--- src/rtl/tbus_pkg.sv ---
package tbus_pkg;

    localparam int CMD_W  = 32;
    localparam int TGT_W  = 4;
    localparam int PAY_W  = CMD_W - TGT_W;
    localparam int DATA_W = 32;

    typedef logic [TGT_W-1:0]  tgt_t;
    typedef logic [PAY_W-1:0]  pay_t;
    typedef logic [DATA_W-1:0] word_t;

    typedef struct packed {
        tgt_t tgt;
        pay_t pay;
    } cmd_t;

    typedef struct packed {
        cmd_t  cmd;
        word_t data;
    } xfer_t;

    typedef enum logic [1:0] {
        M_IDLE  = 2'd0,
        M_WAIT  = 2'd1,
        M_DRAIN = 2'd2
    } mstate_e;

    function automatic logic tgt_hit(input cmd_t c, input tgt_t id);
        return c.tgt == id;
    endfunction

endpackage

--- src/rtl/tbus_master.sv ---
module tbus_master
    import tbus_pkg::*;
#(
    parameter int TMO = 16
) (
    input  logic  clk,
    input  logic  rst,
    input  cmd_t  cpu_cmd,
    input  word_t cpu_data,
    input  logic  cpu_rdy,
    output logic  cpu_done,
    output logic  cpu_err,
    input  logic  bus_ack,
    output logic  bus_req,
    output xfer_t bus_x
);

    localparam int TW = $clog2(TMO) + 1;
    localparam logic [TW-1:0] TLAST = TW'(TMO - 1);

    mstate_e         state;
    logic [TW-1:0]   timer;

    always_ff @(posedge clk) begin
        if (rst) begin
            state    <= M_IDLE;
            bus_x    <= '0;
            bus_req  <= 1'b0;
            cpu_done <= 1'b0;
            cpu_err  <= 1'b0;
            timer    <= '0;
        end else begin
            cpu_done <= 1'b0;
            cpu_err  <= 1'b0;
            case (state)
                M_IDLE: begin
                    if (cpu_rdy) begin
                        bus_x   <= '{cmd: cpu_cmd, data: cpu_data};
                        bus_req <= 1'b1;
                        timer   <= '0;
                        state   <= M_WAIT;
                    end
                end
                M_WAIT: begin
                    if (bus_ack) begin
                        bus_req  <= 1'b0;
                        cpu_done <= 1'b1;
                        state    <= M_DRAIN;
                    end else if (timer == TLAST) begin
                        bus_req <= 1'b0;
                        cpu_err <= 1'b1;
                        state   <= M_IDLE;
                    end else begin
                        timer <= timer + 1'b1;
                    end
                end
                M_DRAIN: begin
                    if (!bus_ack) state <= M_IDLE;
                end
                default: state <= M_IDLE;
            endcase
        end
    end

    AST_BUS_HELD: assert property (@(posedge clk) disable iff (rst)
        (bus_req && $past(bus_req)) |-> $stable(bus_x));
    AST_DONE_ONE: assert property (@(posedge clk) disable iff (rst)
        cpu_done |=> !cpu_done);
    AST_DONE_ERR_EXCL: assert property (@(posedge clk) disable iff (rst)
        !(cpu_done && cpu_err));
    AST_ERR_UNANSWERED: assert property (@(posedge clk) disable iff (rst)
        cpu_err |-> !$past(bus_ack));

endmodule

--- src/rtl/tbus_slave_if.sv ---
module tbus_slave_if
    import tbus_pkg::*;
#(
    parameter tgt_t ID = 4'h1
) (
    input  logic  clk,
    input  logic  rst,
    input  logic  bus_req,
    input  xfer_t bus_x,
    output logic  ack,
    output logic  valid,
    output pay_t  pay,
    output word_t data
);

    logic hit;
    logic take;

    assign hit  = bus_req && tgt_hit(bus_x.cmd, ID);
    assign take = hit && !ack;

    always_ff @(posedge clk) begin
        if (rst) begin
            ack   <= 1'b0;
            valid <= 1'b0;
            pay   <= '0;
            data  <= '0;
        end else begin
            ack   <= hit;
            valid <= take;
            if (take) begin
                pay  <= bus_x.cmd.pay;
                data <= bus_x.data;
            end
        end
    end

    AST_VALID_ONE: assert property (@(posedge clk) disable iff (rst)
        valid |=> !valid);
    AST_ACK_DROP: assert property (@(posedge clk) disable iff (rst)
        !bus_req |=> !ack);
    AST_ACK_OWN_ID: assert property (@(posedge clk) disable iff (rst)
        ack |-> ($past(bus_x.cmd.tgt) == ID));

endmodule

--- src/rtl/tbus_fabric.sv ---
module tbus_fabric
    import tbus_pkg::*;
#(
    parameter int NUM_SLV = 3,
    parameter int TMO     = 16,
    parameter logic [NUM_SLV*TGT_W-1:0] SLV_IDS = 12'h321
) (
    input  logic                      clk,
    input  logic                      rst,
    input  logic [CMD_W-1:0]          cpu_cmd,
    input  logic [DATA_W-1:0]         cpu_data,
    input  logic                      cpu_rdy,
    output logic                      cpu_done,
    output logic                      cpu_err,
    output logic                      bus_req,
    output logic                      bus_ack,
    output logic [NUM_SLV-1:0]        slv_valid,
    output logic [NUM_SLV*PAY_W-1:0]  slv_cmd,
    output logic [NUM_SLV*DATA_W-1:0] slv_data
);

    xfer_t              bus_x;
    logic [NUM_SLV-1:0] ack_vec;

    tbus_master #(.TMO(TMO)) u_master (
        .clk      (clk),
        .rst      (rst),
        .cpu_cmd  (cmd_t'(cpu_cmd)),
        .cpu_data (cpu_data),
        .cpu_rdy  (cpu_rdy),
        .cpu_done (cpu_done),
        .cpu_err  (cpu_err),
        .bus_ack  (bus_ack),
        .bus_req  (bus_req),
        .bus_x    (bus_x)
    );

    for (genvar i = 0; i < NUM_SLV; i++) begin : g_slv
        tbus_slave_if #(.ID(SLV_IDS[i*TGT_W +: TGT_W])) u_slv (
            .clk   (clk),
            .rst   (rst),
            .bus_req (bus_req),
            .bus_x (bus_x),
            .ack   (ack_vec[i]),
            .valid (slv_valid[i]),
            .pay   (slv_cmd[i*PAY_W +: PAY_W]),
            .data  (slv_data[i*DATA_W +: DATA_W])
        );
    end

    assign bus_ack = |ack_vec;

    AST_SINGLE_TARGET: assert property (@(posedge clk) disable iff (rst)
        $onehot0(slv_valid));
    AST_SINGLE_ACK: assert property (@(posedge clk) disable iff (rst)
        $onehot0(ack_vec));

endmodule

--- config.mk ---
export PLATFORM = sky130hd
export DESIGN_NAME = tbus_fabric
export DESIGN_NICKNAME = d
export VERILOG_FILES = /design/src/rtl/tbus_pkg.sv /design/src/rtl/tbus_master.sv /design/src/rtl/tbus_slave_if.sv /design/src/rtl/tbus_fabric.sv
export SDC_FILE = /design/constraint.sdc
export NUM_CORES = 1
export LEC_CHECK = 0
export BUFFER_PORTS_ARGS = -buffer_cell sky130_fd_sc_hd__buf_2
export CAP_MARGIN = 10
export CORE_MARGIN = 3
export CORE_UTILIZATION = 55
export CTS_CLUSTER_DIAMETER = 50
export DETAILED_ROUTE_END_ITERATION = 8
export PLACE_DENSITY = 0.81
export SLEW_MARGIN = 20
export SYNTH_ARGS = -nofsm -noshare
export SYNTH_HDL_FRONTEND = slang
export SYNTH_HIERARCHICAL = 1
export SYNTH_SLANG_ARGS = --single-unit
--- constraint.sdc ---
create_clock -name clk -period 4.1 [get_ports clk]
set_clock_uncertainty 0.05 [all_clocks]
set_input_delay 0.41 -clock clk [delete_from_list [all_inputs] [get_ports clk]]
set_output_delay 0.41 -clock clk [all_outputs]
set_load 0.005 [all_outputs]
==> summary.md <==
| Metric | Value |
|---|---|
| Area grow syn2layout | `18.3%` |
| Number of CTS-inserted buffers | `29` |
| Vias per Instance | `5.01` |
| Via count | `8143` |
| Vias in the first global route | `7845` |
| Actual slew at the worst max-slew pin | `1050 ps` |
| First-pass GRT wire length | `39800 um` |
| CP Capture Type | `register` |
| Mapped Avg Cell Area | `9.93 sq um` |
| Worst setup SP type | `register` |
| Power per cell area | `430 mW/mm^2` |
| FFs w/ async S/R, synth | `0%` |
| Fin area | `0.0132 sq mm` |
| Tmin final | `2070 ps` |
| I/O pins | `254` |
| PnR worst setup slack | `2030 ps` |
| CTS sink count | `260` |
| Rows | `51` |
| Initial DRT Pass Iterations | `5` |
| All-Layer GR Usage | `21.7%` |
| Outcome | `complete, no violations` |
| Fmax | `482 MHz` |
| Total Power | `5.68 mW` |
| Total grt overflow | `0` |
| Initial Util | `56.7%` |
| Post-cts resize count | `0` |
| Predominant post-synthesis flop cell | `dfxtp_1` |
| Fin crit share | `50.6%` |
| Die width | `149 um` |
| Setup_tns | `0 ps` |
| Synth cell types | `32` |
| DP Wirelength | `15800 um` |
| Clock transition at path regs | `60 ps` |
| Root Driver | `clkbuf_16` |
| Max IR drop VDD | `0.384 mV` |
| RSZ-0062 raised after global routing | `false` |
| CTS hold repair buffers | `0` |
| Final hold violation count | `0` |
| Syn nets | `1194` |
| Synth Register Bits | `260` |
| Chip height | `149 um` |
| Util after Layout | `67.0%` |
| CTS tree | `done` |
| Share of layout cells above drive strength 1 | `24.1%` |
| Seq/Total Area, Yosys | `46.6%` |
| Max Transition Viols Final | `0` |
| DP Area | `0.0122 sq mm` |
| Die ar. | `0.0221 sq mm` |
| Initial antenna violation count | `3` |
| Remaining DRCs | `0` |
| Required time worst endpoint | `4490 ps` |
| Total wire length | `25000 um` |
| R2R setup slack | `2030 ps` |
| Wire length per cell | `15.4 um` |
| Count of final setup violators | `0` |
| Leakage | `5.20 nW` |
| Arrival @ worst endpoint | `2470 ps` |
| Crit path max fanout | `47` |
| Syn Std Cell Area | `0.0112 sq mm` |
| Warnings, synthesis | `6` |
| Clock Latency Late Sink | `540 ps` |
| Total setup buffers inserted after CTS | `0` |
| Post-synth EDFFs | `0` |
| Largest net degree at the start of global routing | `209` |
| Final net count | `1405` |
| Max-slew headroom | `30.0%` |
| Dpl ws | `1910 ps` |
| H-tree depth | `1` |
| Worst min-delay path class | `in -> reg` |
| Post-Syn Instances | `1125` |
| Post-route ant nets | `0` |
| Setup CP Type | `reg -> reg` |
| Starting DRT DRC Count | `331` |
| Routability congestion estimate | `0.787` |
| Clock buffer depth | `3` |
| Core Region | `0.0197 sq mm` |
| Port bufs | `253` |
| Max_cap viols | `0` |
[layout by cell type (no fill, tap or decap), types with 2 or more instances in the layout]
cell	n
nand2b_1	365
dfxtp_1	260
buf_2	252
mux2i_1	180
nand2_1	129
a21oi_1	71
clkbuf_16	29
buf_4	9
clkbuf_8	7
nor2_1	5
bufinv_16	4
clkinv_2	4
nand3_1	4
clkbuf_1	3
clkinv_4	3
nor4_4	3
nor3_1	3
or3_1	2
clkinvlp_4	2
nand3b_4	2
or3_2	2
ha_1	2
[cells in the mapped netlist (2+ instances only)]
cell	number	share of area [%]
buf_12	19	3.4
ha_1	2	0.22
or3_1	2	0.11
nand2_1	129	4.3
buf_2	5	0.22
nand2b_1	365	20
clkbuf_1	44	1.5
nand3_1	4	0.18
nand3b_4	2	0.36
dfxtp_1	260	47
buf_4	5	0.34
mux2i_1	180	16
or3_2	2	0.13
buf_6	10	1.0
nor2_1	5	0.17
nor4_2	3	0.34
a21oi_1	71	3.2
nor3_1	3	0.13
[registers in the layout, indices dropped and copies added (netlist names)]
| name | count |
|---|---|
| u_master/timer | 5 |
| g_slv.u_slv/valid | 3 |
| g_slv.u_slv/ack | 3 |
| u_master/state | 2 |
| u_master/bus_x | 64 |
| u_master/cpu_done | 1 |
| u_master/cpu_err | 1 |
| u_master/bus_req | 1 |
| g_slv.u_slv/pay | 84 |
| g_slv.u_slv/data | 96 |
[critical path: stages (launching register included)]
cell     delay [ps]
dfxtp_1         480
nand3_1         200
nor4_4          190
buf_4           750
mux2i_1         280
[cell families (layout without fill, tap and decap cells)]
kind of cell	count (synthesis)	count (layout)	share of synthesized area, %
and+or+nand+nor	523	523	27.0
DFF	260	260	46.6
muxes	180	180	16.1
buffers and inverters	84	318	6.48
AOI/OAI and AO/OA	76	76	3.59
adders and majority gates	2	2	0.224
other	0	1	0
[cell type report]
type / instances / area (sq um)
antenna: 1 / 2.50
tap: 265 / 332
fill: 1585 / 6500
clock buffer: 38 / 820
clock inverter: 16 / 218
sequential: 260 / 5200
inverter: 1 / 3.75
timing repair buffer: 263 / 1360
multi-input combinational: 781 / 5280
[final timing paths]
path	from	end	cells past startpoint
max	u_master/bus_req	g_slv[2].u_slv/pay[12]	4
min	cpu_data[11]	u_master/bus_x[11]	3
max reg2reg	u_master/bus_req	g_slv[2].u_slv/pay[12]	4
min reg2reg	g_slv[1].u_slv/pay[12]	g_slv[1].u_slv/pay[12]	2
[power by group]
| part | internal, mW | total, mW | switching [mW] |
|---|---|---|---|
| Combinational | 0.150 | 0.320 | 0.169 |
| Clock | 1.67 | 2.73 | 1.06 |
| Sequential | 2.58 | 2.63 | 0.0537 |
| Total | 4.40 | 5.68 | 1.28 |
[through the flow]
step,hold WS [ps],cells
floorplan,383,1125
global placement,403,1570
detailed placement,409,1570
CTS,35.7,1624
global route,45.2,1624
finish,59.7,1625
[routing by layer]
metal  GRT usage [%]  vias up  share of wire [%]
met2            35.7      230                 47
met5               0        -               0.16
met4            6.24        6                2.1
li1                -     4075                  -
met3            5.55       45                7.6
met1            28.4     3787                 43
No activity file was read; power rests on OpenSTA's default activity.
